**src/rtl/seqMulPkg.sv**
```systemverilog
package seqMulPkg;
  // Strobes sent from the sequencer to the datapath each cycle
  typedef struct packed {
    logic load;  // capture operands, clear the accumulator
    logic step;  // one add-and-shift step
  } mulStrobes_t;
endpackage

```
**src/rtl/seqMulPath.sv**
```systemverilog
module seqMulPath
  import seqMulPkg::*;
#(
  parameter int WIDTH = 8
) (
  input  logic               clk,
  input  logic               rstN,
  input  mulStrobes_t        strobes,
  input  logic [WIDTH-1:0]   multiplicand,
  input  logic [WIDTH-1:0]   multiplier,
  output logic [2*WIDTH-1:0] product
);
  localparam int SUM_W = WIDTH + 1;

  logic [WIDTH-1:0] mcandQ;   // held multiplicand
  logic [WIDTH-1:0] accHiQ;   // upper half of the shifting register
  logic [WIDTH-1:0] accLoQ;   // lower half: multiplier bits, then product bits
  logic [WIDTH-1:0] addend;
  logic [SUM_W-1:0] sum;

  // gate each multiplicand bit with the current low multiplier bit
  for (genvar i = 0; i < WIDTH; i++) begin : g_gate
    assign addend[i] = mcandQ[i] & accLoQ[0];
  end

  assign sum = {1'b0, accHiQ} + {1'b0, addend};

  always_ff @(posedge clk) begin
    if (!rstN) begin
      mcandQ <= '0;
      accHiQ <= '0;
      accLoQ <= '0;
    end else if (strobes.load) begin
      mcandQ <= multiplicand;
      accHiQ <= '0;
      accLoQ <= multiplier;
    end else if (strobes.step) begin
      // carry enters at the top; the sum's low bit moves into the lower half
      accHiQ <= sum[SUM_W-1:1];
      accLoQ <= {sum[0], accLoQ[WIDTH-1:1]};
    end
  end

  assign product = {accHiQ, accLoQ};
endmodule

```
**src/rtl/seqMulCtrl.sv**
```systemverilog
module seqMulCtrl
  import seqMulPkg::*;
#(
  parameter int WIDTH = 8
) (
  input  logic        clk,
  input  logic        rstN,
  input  logic        start,
  output mulStrobes_t strobes,
  output logic        done
);
  localparam int CNT_W = $clog2(WIDTH + 1);
  localparam logic [CNT_W-1:0] LAST = CNT_W'(WIDTH - 1);

  typedef enum logic {IDLE, RUN} mulState_t;

  mulState_t       stateQ;
  logic [CNT_W-1:0] stepCnt;
  logic            doneQ;
  logic            lastStep;

  assign strobes.load = (stateQ == IDLE) && start;
  assign strobes.step = (stateQ == RUN);
  assign lastStep     = strobes.step && (stepCnt == LAST);

  always_ff @(posedge clk) begin
    if (!rstN) begin
      stateQ  <= IDLE;
      stepCnt <= '0;
      doneQ   <= 1'b0;
    end else begin
      doneQ <= lastStep;
      if (strobes.load) begin
        stateQ  <= RUN;
        stepCnt <= '0;
      end else if (lastStep) begin
        stateQ <= IDLE;
      end else if (strobes.step) begin
        stepCnt <= stepCnt + 1'b1;
      end
    end
  end

  assign done = doneQ;
endmodule

```
**src/rtl/seqMul.sv**
```systemverilog
module seqMul
  import seqMulPkg::*;
#(
  parameter int WIDTH = 8
) (
  input  logic               clk,
  input  logic               rstN,
  input  logic               start,
  input  logic [WIDTH-1:0]   multiplicand,
  input  logic [WIDTH-1:0]   multiplier,
  output logic [2*WIDTH-1:0] product,
  output logic               done
);
  mulStrobes_t strobes;

  seqMulCtrl #(.WIDTH(WIDTH)) i_ctrl (
    .clk    (clk),
    .rstN   (rstN),
    .start  (start),
    .strobes(strobes),
    .done   (done)
  );

  seqMulPath #(.WIDTH(WIDTH)) i_path (
    .clk         (clk),
    .rstN        (rstN),
    .strobes     (strobes),
    .multiplicand(multiplicand),
    .multiplier  (multiplier),
    .product     (product)
  );
endmodule

```
**config.mk**
```make
export PLATFORM = sky130hd
export DESIGN_NAME = seqMul
export DESIGN_NICKNAME = d
export VERILOG_FILES = /design/src/rtl/seqMulPkg.sv /design/src/rtl/seqMulPath.sv /design/src/rtl/seqMulCtrl.sv /design/src/rtl/seqMul.sv
export SDC_FILE = /design/constraint.sdc
export NUM_CORES = 1
export LEC_CHECK = 0
export BUFFER_PORTS_ARGS = -buffer_cell sky130_fd_sc_hd__buf_2
export CORE_ASPECT_RATIO = 2
export CORE_MARGIN = 2
export CORE_UTILIZATION = 48
export CTS_CLUSTER_DIAMETER = 50
export DETAILED_ROUTE_END_ITERATION = 8
export PLACE_DENSITY = 0.78
export SLEW_MARGIN = 0
export SYNTH_ARGS = -nofsm -noshare
export SYNTH_HDL_FRONTEND = slang
export SYNTH_SLANG_ARGS = --single-unit
```
**constraint.sdc**
```tcl
create_clock -name clk -period 1.9 [get_ports clk]
set_input_delay 0.38 -clock clk [delete_from_list [all_inputs] [get_ports clk]]
set_output_delay 0.38 -clock clk [all_outputs]
set_load 0.01 [all_outputs]
```
==> results of run 1 <==
through the flow:
step	total power [mW]	std cells	TNS, ps
CTS	1.40	268	-62.7
finish	1.39	268	-66.1
floorplan	0.801	193	-42.2
global route	1.45	268	-236
detailed placement	0.876	260	-77.2
global placement	0.871	260	-44.4
sequential cells by signal, summed over array words and instances, names as in the netlist:
signal / flops
i_ctrl.done: 1
i_ctrl.stateQ: 1
i_ctrl.stepCnt: 4
i_path.accHiQ: 8
i_path.accLoQ: 8
i_path.mcandQ: 8
cells in the mapped netlist (all sizes together) (2+ instances only):
cell,n
a21boi,9
and2,17
xor2,3
nand2,34
nand2b,2
and3,2
nor2,12
ha,9
a21oi,10
clkbuf,6
or3,2
mux2i,9
nand3b,5
dfxtp,30
nand3,8
inv,2
nor2b,2
a211oi,3
o21ai,12
buf,4
worst min path at each step:
| stage | start | endpoint | slack, ps | cells past startpoint |
|---|---|---|---|---|
| after global placement | i_path.mcandQ[4]$_SDFFE_PN0P_ | i_path.mcandQ[4]$_SDFFE_PN0P_ | 450 | 2 |
| after detailed placement | i_path.mcandQ[3]$_SDFFE_PN0P_ | i_path.mcandQ[3]$_SDFFE_PN0P_ | 460 | 2 |
| after global routing | multiplicand[1] | i_path.mcandQ[1]$_SDFFE_PN0P_ | 360 | 3 |
| after CTS | multiplicand[7] | i_path.mcandQ[7]$_SDFFE_PN0P_ | 340 | 3 |
| after floorplan | i_path.mcandQ[0]$_SDFFE_PN0P_ | i_path.mcandQ[0]$_SDFFE_PN0P_ | 440 | 2 |
| final | multiplicand[1] | i_path.mcandQ[1]$_SDFFE_PN0P_ | 340 | 3 |
per-layer routing:
metal	part of all wire, %	up-vias	routed length, um
li1	-	754	-
met1	34	700	1300
met2	56	41	2100
met3	4.4	15	165
met4	5.6	0	212
met5	0	-	0
area by class of cell:
type	count	area share, %
clock buffer	7	4.38
timing repair buffer	46	13.1
inverter	2	0.381
sequential	30	30.7
clock inverter	1	0.254
multi-input combinational	151	49.3
tap	31	1.97
power by group through the flow:
| stage | sequential (mW) | clock, mW | combinational (mW) |
|---|---|---|---|
| 2_1_floorplan | 0.695 | 0 | 0.105 |
| 4_1_cts | 0.679 | 0.530 | 0.186 |
| 5_1_grt | 0.682 | 0.558 | 0.207 |
| 6_report | 0.679 | 0.525 | 0.184 |
| 3_5_place_dp | 0.693 | 0 | 0.183 |
| 3_3_place_gp | 0.692 | 0 | 0.179 |
cell families (layout without fill, tap and decap cells):
group / Yosys count / in the layout / share of synthesized area (%)
AO/OA/AOI/OAI: 40 / 40 / 15.7
XOR/XNOR: 4 / 4 / 2.19
adder cells (fa/ha/maj): 10 / 10 / 8.30
buffers and inverters: 12 / 56 / 3.13
flip-flops: 30 / 30 / 37.6
multiplexers: 9 / 9 / 5.64
AND/OR/NAND/NOR: 88 / 88 / 27.5
repair_timing:
action	4_1_cts	5_1_grt
resized for setup	3	1
setup endpoints to repair	2	4
pin swaps	0	0
worst min-delay path: cells and delay by family:
kind	cells	cell delay, ps
AO/OA/AOI/OAI	1	60
buffers and inverters	1	90
AND/OR/NAND/NOR	1	40
==> out/results.tsv, run 1 <==
stage	metric	value	unit
status	status	finished with violations	
status	failed_checks	setup timing	
run	maxCapViolCount	0	
layout	postLayoutCoreUtil	61.7	%
critical_path	crit_family	compound AO/OA/AOI/OAI gates	
critical_path	cpMaxStageDelayCell	a2111o_1	
place	place_area	0.00186	mm^2
power	p_comb_share	13.3	%
cts	post_cts_buffers	0	
place	post-place-ws	-77.2	ps
die	dieArea	0.00383	mm^2
cts	cts_htree_levels	2	
drt	avgViaCountPerCell	5.63	
grt	groute.usage.overall	21.6	%
cts	numCtsBuffers	5	
drt	vias	1510	
power	p_seq_share	48.9	%
critical_path	critPathBufInv	0	
sta	rsz0062_at_grt	true	
grt	busiest_layer	met2	
critical_path	crit_required	2130	ps
yosys	syn_avg_cell_area	8.28	um^2
layout	finalInstanceArea	0.00197	mm^2
power	sw_frac_of_total	25.5	%
layout	regArea	604	um^2
sta	fin_ws	-66.1	ps
drt	drtIter0Drc	25	
drt	drtAntennaViolNets	0	
sta	finalCritPeriodShare	103	%
drt	drc	0	
layout	multi_input_comb_area	971	um^2
layout	fillers	316	
yosys	syn_inst	193	
cts	cts_tree	done	
critical_path	crit_path_end_kind	flop	
cts	clkSinkCount	30	
place	gp_congestion	0.795	
drt	drtPass1Iterations	4	
power	p_leak	0.922	nW
critical_path	cp.arrival	2200	ps
critical_path	cp_cell_sequence	and2_4, ha_4, fa_2, a21o_1, a211o_1, a2111o_1, nand3_1	
critical_path	crit_type	reg -> reg	
grt	grt_pass1_vias	1445	
yosys	synthesis.nets	222	
grt	grt_pass1_wl	6.04	mm
place	port_buffers	35	
yosys	synthTopCellsByArea	dfxtp_1 38%, nand2_1 7.8%, ha_1 7.0%	
sta	min_period	1970	ps
power	power_frac_clock	37.8	%
sta	slew_headroom	77.9	%
power	cellPowerDensity	704	mW/mm^2
grt	antenna_found_initial	0	
yosys	synth.largest_area_cell	dfxtp_1	
layout	drive_gt1_share	25.3	%
critical_path	reg2reg_from	i_path.accLoQ[0]$_SDFFE_PN0P_	
die	rows	29	
critical_path	critical_path.startpoint	i_path.accLoQ[0]$_SDFFE_PN0P_	
critical_path	r2r-end	i_path.accHiQ[5]$_SDFFE_PP0P_	
sta	max_freq	0.509	GHz
yosys	synth-edff-count	0	
layout	area_growth_syn_to_layout	23.3	%
yosys	yosys.area.top_type_share	37.6	%
critical_path	path_depth	7	
sta	worst_slew_pin_slew	331	ps
grt	gr-total-overflow	0	
grt	grtUsageMet1	19.1	%
grt	met3_usage	4.42	%
critical_path	cpPeakStageDelay	370	ps
grt	grtUsageMet2	40.3	%
power	ir_worst_vdd	553	uV
critical_path	startpoint_type	flop	
cts	cts_hold_buffers	0	
sta	setup_viol	1	
critical_path	reg2reg_depth	7	
layout	final_common_cell	buf_2	
layout	diodes	0	
die	dieHeight	85.6	um
sta	hold_ws	341	ps
critical_path	cp-endpoint	i_path.accHiQ[5]$_SDFFE_PP0P_	
sta	slew_viol_final	0	
die	initial_core_util	50.0	%
die	boundaryPins	36	
worst_hold_path	hold_class	in -> reg	
layout	most-common-layout-cells	35 x buf_2, 33 x nand2_1, 29 x dfxtp_1	
critical_path	critical_path_peak_fanout	3	
sta	hold_viol	0	
yosys	ys_ff_latch	30	
yosys	synth_seq_area_share	37.6	%
die	die_w	44.8	um
cts	clk-insertion-delay-late	280	ps
cts	clk_path_buf_depth	2	
sta	finClkSkew	9.39	ps
grt	grt_start_max_net_pins	19	
critical_path	reg2reg_slack	-70	ps
yosys	async_flop_share	0	%
cts	cts.clk_slew.worst_paths	70	ps
yosys	syn_area	0.00160	mm^2
cts	cts-root-buf	clkbuf_8	
layout	fin_nets	265	
yosys	ys.flop_type	dfxtp_1	
drt	avgRoutedWirePerCell	14.1	um
die	core	0.00319	mm^2
power	p_int	1.03	mW
yosys	yosysUniqueCellTypes	33	
place	detailed_place_hpwl	2.88	mm
yosys	yosysWarnings	0	
power	power.switching	0.354	mW
drt	routed_wl	3.78	mm
Power figures use the tool's default switching activity.
==> run 2: changes to the inputs <==
--- a/config.mk
+++ b/config.mk
@@ -7,7 +7,7 @@
 export LEC_CHECK = 0
 export BUFFER_PORTS_ARGS = -buffer_cell sky130_fd_sc_hd__buf_2
 export CORE_ASPECT_RATIO = 2
-export CORE_MARGIN = 2
+export CORE_MARGIN = 5
 export CORE_UTILIZATION = 48
 export CTS_CLUSTER_DIAMETER = 50
 export DETAILED_ROUTE_END_ITERATION = 8
==> out/results.tsv, run 2 (synthesis results as in run 1) <==
stage	metric	value	unit
layout	finalInstanceArea	0.00197	mm^2
cts	clk_path_buf_depth	2	
layout	fin_nets	265	
drt	avgRoutedWirePerCell	14.0	um
critical_path	crit_required	2130	ps
die	initial_core_util	50.0	%
sta	slew_headroom	75.0	%
sta	slew_viol_final	0	
drt	vias	1444	
die	core	0.00319	mm^2
die	boundaryPins	36	
power	power.total	1.39	mW
critical_path	cp.arrival	2200	ps
grt	groute.usage.overall	17.6	%
grt	antenna_found_initial	0	
die	dieHeight	91.6	um
sta	fin_ws	-73.4	ps
drt	drtPass1Iterations	4	
cts	cts_tree	done	
run	maxCapViolCount	0	
layout	drive_gt1_share	25.3	%
cts	cts-root-buf	clkbuf_8	
cts	clkSinkCount	30	
layout	most-common-layout-cells	35 x buf_2, 33 x nand2_1, 28 x dfxtp_1	
sta	rsz0062_at_grt	true	
layout	area_growth_syn_to_layout	23.2	%
grt	gr-total-overflow	0	
sta	hold_viol	0	
layout	fillers	293	
status	status	finished with violations	
cts	numCtsBuffers	5	
layout	diodes	0	
place	place_area	0.00186	mm^2
critical_path	crit_path_end_kind	flop	
die	dieArea	0.00465	mm^2
sta	finalCritPeriodShare	104	%
cts	post_cts_buffers	0	
cts	cts_htree_levels	2	
die	die_w	50.8	um
status	failed_checks	setup timing	
place	port_buffers	35	
sta	setup_viol	2	
place	detailed_place_hpwl	2.91	mm
sta	min_period	1970	ps
sta	finClkSkew	7.03	ps
grt	grt_pass1_wl	6.40	mm
sta	worst_slew_pin_slew	374	ps
critical_path	crit_type	reg -> reg	
worst_hold_path	hold_class	in -> reg	
cts	cts_hold_buffers	0	
place	post-place-ws	-93.3	ps
critical_path	startpoint_type	flop	
layout	final_common_cell	buf_2	
grt	grt_start_max_net_pins	19	
drt	drc	0	
drt	drtIter0Drc	13	
cts	clk-insertion-delay-late	290	ps
layout	reg_top3	i_path.accHiQ (8), i_path.accLoQ (8), i_path.mcandQ (8)	
drt	routed_wl	3.76	mm
power	p_leak	0.921	nW
die	rows	29	
drt	avgViaCountPerCell	5.39	
sta	max_freq	0.507	GHz
cts	cts.clk_slew.worst_paths	60	ps
critical_path	critical_path_peak_fanout	3	
grt	grt_pass1_vias	1497	
drt	drtAntennaViolNets	0	
power	ir_worst_vdd	592	uV
layout	postLayoutCoreUtil	61.6	%
place	gp_congestion	0.861	
power	cellPowerDensity	704	mW/mm^2
## run 2: cell count changes in the layout (fill, tap and decap cells not counted)
cell and change:
dfxtp_1 -1, a21oi_1 +1, a21oi_2 -1, dfxtp_2 +1
## run 2: per-layer routing
layer | wire, um | up-vias | GRT usage (%) | share of wire (%)
li1 | - | 749 | - | -
met1 | 1360 | 655 | 16.7 | 36
met2 | 2140 | 33 | 33.6 | 57
met3 | 174 | 7 | 3.77 | 4.6
met4 | 84 | 0 | 7.68 | 2.2
met5 | 0 | - | 0 | 0
## run 2: timing repair
action | 4_1_cts | 5_1_grt
pin swaps | 0 | 0
resized for setup | 3 | 1
setup endpoints to repair | 2 | 4
hold endpoints to repair | 0 | 0
## run 2: path summary, 6_finish.rpt
path / startpoint / end / slack (ps) / depth (start not counted)
min reg2reg: i_path.mcandQ[6]$_SDFFE_PN0P_ / i_path.mcandQ[6]$_SDFFE_PN0P_ / 460 / 2
max reg2reg: i_path.accLoQ[0]$_SDFFE_PN0P_ / i_path.accHiQ[5]$_SDFFE_PP0P_ / -70 / 7
min: multiplicand[1] / i_path.mcandQ[1]$_SDFFE_PN0P_ / 340 / 3
max: i_path.accLoQ[0]$_SDFFE_PN0P_ / i_path.accHiQ[5]$_SDFFE_PP0P_ / -70 / 7
## run 2: area by class of cell
class	instances	area [um^2]	area share (%)
Clock inverter	1	5.00	0.254
Inverter	2	7.51	0.381
Tap cell	31	38.8	1.97
Sequential cell	30	606	30.8
Clock buffer	7	86.3	4.39
Timing Repair Buffer	46	258	13.1
Multi-Input combinational cell	151	967	49.1
## run 2: per-stage QoR
| step | hold WS [ps] | std cells | TNS [ps] |
|---|---|---|---|
| after CTS | 339 | 268 | -62.9 |
| after global placement | 448 | 260 | -44.4 |
| final | 338 | 268 | -97.6 |
| after global routing | 348 | 268 | -331 |
| after detailed placement | 456 | 260 | -107 |
| after floorplan | 439 | 193 | -42.2 |
## run 2: where the power goes
| part | internal, mW | total (mW) | switching (mW) | leakage, nW |
|---|---|---|---|---|
| sequential | 0.658 | 0.680 | 0.0224 | 0.246 |
| combinational | 0.0845 | 0.181 | 0.0967 | 0.627 |
| clock | 0.291 | 0.525 | 0.233 | 0.0482 |
## run 2: critical path: stages, from the launching register on
cell and delay, ps:
dfxtp_4 340, and2_4 140, ha_4 160, fa_2 350
a21o_1 170, a211o_1 300, a2111o_1 370, nand3_1 70
==> run 3: changes to the inputs <==
--- a/config.mk
+++ b/config.mk
@@ -8,7 +8,7 @@
 export BUFFER_PORTS_ARGS = -buffer_cell sky130_fd_sc_hd__buf_2
 export CORE_ASPECT_RATIO = 2
 export CORE_MARGIN = 5
-export CORE_UTILIZATION = 48
+export CORE_UTILIZATION = 53
 export CTS_CLUSTER_DIAMETER = 50
 export DETAILED_ROUTE_END_ITERATION = 8
 export PLACE_DENSITY = 0.78
==> constraint.sdc (replaced) <==
create_clock -name clk -period 1.95 [get_ports clk]
set_input_delay 0.39 -clock clk [delete_from_list [all_inputs] [get_ports clk]]
set_output_delay 0.39 -clock clk [all_outputs]
set_load 0.01 [all_outputs]
==> out/results.tsv, run 3 (synthesis results as in run 1) <==
stage	metric	value	unit
power	power.switching	0.338	mW
sta	setup_viol	1	
layout	reg_top3	i_path.accHiQ (8), i_path.accLoQ (8), i_path.mcandQ (8)	
layout	diodes	0	
cts	cts-root-buf	clkbuf_8	
cts	clkSinkCount	30	
cts	cts_tree	done	
die	die_w	48.8	um
sta	slew_headroom	68.3	%
critical_path	crit_required	2170	ps
die	rows	28	
critical_path	startpoint_type	flop	
sta	fin_ws	-21.4	ps
die	core	0.00294	mm^2
drt	avgRoutedWirePerCell	13.1	um
power	power.total	1.41	mW
sta	slew_viol_final	0	
worst_hold_path	hold_class	in -> reg	
sta	max_freq	0.507	GHz
critical_path	crit_path_end_kind	flop	
drt	routed_wl	3.46	mm
drt	drc	0	
sta	hold_viol	0	
sta	finClkSkew	5.55	ps
grt	busiest_layer	met2	
status	failed_checks	setup timing	
die	boundaryPins	36	
critical_path	crit_type	reg -> reg	
layout	fin_cells	264	
die	initial_core_util	54.3	%
power	p_leak	0.914	nW
layout	fin_nets	262	
grt	grt_start_max_net_pins	23	
sta	fin_tns_setup	-21.4	ps
cts	clk-insertion-delay-late	280	ps
sta	rsz0062_at_grt	true	
layout	final_common_cell	buf_2	
grt	grt_pass1_wl	5.93	mm
grt	groute.usage.overall	17.9	%
power	ir_worst_vdd	553	uV
drt	drtAntennaViolNets	0	
place	gp_congestion	0.807	
sta	worst_slew_pin_slew	474	ps
run	maxCapViolCount	0	
place	port_buffers	35	
place	detailed_place_hpwl	2.65	mm
place	dp_cells	256	
drt	drtIter0Drc	18	
layout	area_growth_syn_to_layout	22.9	%
grt	met3_usage	6.30	%
cts	cts.clk_slew.worst_paths	60	ps
critical_path	critical_path_peak_fanout	3	
die	dieHeight	87.7	um
grt	grtUsageMet2	32.9	%
power	sw_frac_of_total	23.9	%
grt	grt_pass1_vias	1364	
layout	most-common-layout-cells	35 x buf_2, 33 x nand2_1, 28 x dfxtp_1	
die	dieArea	0.00428	mm^2
power	cellPowerDensity	719	mW/mm^2
grt	gr-total-overflow	0	
drt	vias	1438	
cts	cts_htree_levels	2	
power	power_frac_clock	41.2	%
grt	grtUsageMet1	17.3	%
layout	drive_gt1_share	24.8	%
cts	numCtsBuffers	5	
layout	fillers	270	
power	p_comb_share	12.1	%
drt	avgViaCountPerCell	5.45	
sta	finalCritPeriodShare	101	%
power	p_seq_share	46.7	%
power	p_int	1.07	mW
drt	drtPass1Iterations	4	
grt	antenna_found_initial	0	
cts	clk_path_buf_depth	2	
critical_path	cp.arrival	2190	ps
status	status	finished with violations	
sta	min_period	1970	ps
## run 3: cell types whose count changed in the layout (fill, tap and decap cells not counted), sizes merged
cell    delta
clkinv     -1
buf        -3
clkbuf     +1
## run 3: layout make-up
class	count	area, um^2	share of cell area, %
repair buffers	43	235	12.0
multi-input cells	151	967	49.3
clock buffers	8	110	5.61
inverters	2	7.51	0.382
well taps	30	37.5	1.91
flip-flops and latches	30	606	30.8
## run 3: timing repair
action / in CTS / in global routing
gates resized for setup: 3 / 1
setup buffers: 0 / 0
endpoints found under the setup margin: 1 / 4
hold buffers: 0 / 0
## run 3: power by group through the flow
stage / Sequential, mW / Combinational [mW] / Clock, mW
after CTS: 0.659 / 0.173 / 0.591
final: 0.659 / 0.171 / 0.582
after floorplan: 0.677 / 0.103 / 0
after global placement: 0.671 / 0.168 / 0
after global routing: 0.663 / 0.194 / 0.618
after detailed placement: 0.672 / 0.171 / 0
## run 3: final timing paths
check	start	to	slack, ps	cells past startpoint
max	i_path.accLoQ[0]$_SDFFE_PN0P_	i_path.accHiQ[5]$_SDFFE_PP0P_	-20	7
min	multiplicand[4]	i_path.mcandQ[4]$_SDFFE_PN0P_	360	3
max reg2reg	i_path.accLoQ[0]$_SDFFE_PN0P_	i_path.accHiQ[5]$_SDFFE_PP0P_	-20	7
min reg2reg	i_path.mcandQ[6]$_SDFFE_PN0P_	i_path.mcandQ[6]$_SDFFE_PN0P_	460	2
## run 3: per-stage QoR
| step | setup slack, ps | hold slack, ps | utilization [%] | area (um^2) |
|---|---|---|---|---|
| 6_report | -21.4 | 359 | 66.7 | 1960 |
| 2_1_floorplan | 7.80 | 439 | - | 1610 |
| 5_1_grt | -69.6 | 369 | 66.7 | 1960 |
| 3_3_place_gp | 13.8 | 448 | 62.4 | 1840 |
| 4_1_cts | -1.22 | 355 | 66.7 | 1960 |
| 3_5_place_dp | -17.6 | 454 | 62.4 | 1840 |
## run 3: metal layers
metal | up-vias | part of all wire [%]
met5 | - | 0
met4 | 0 | 2.3
met3 | 5 | 6.5
met2 | 48 | 51
met1 | 643 | 40
li1 | 742 | -
## run 3: worst max-delay path, cell delays in order, from the launching register on
cell and delay, ps:
dfxtp_4 340, and2_4 140, ha_4 160, fa_2 360
a21o_1 190, a211o_1 290, a2111o_1 360, nand3_1 80
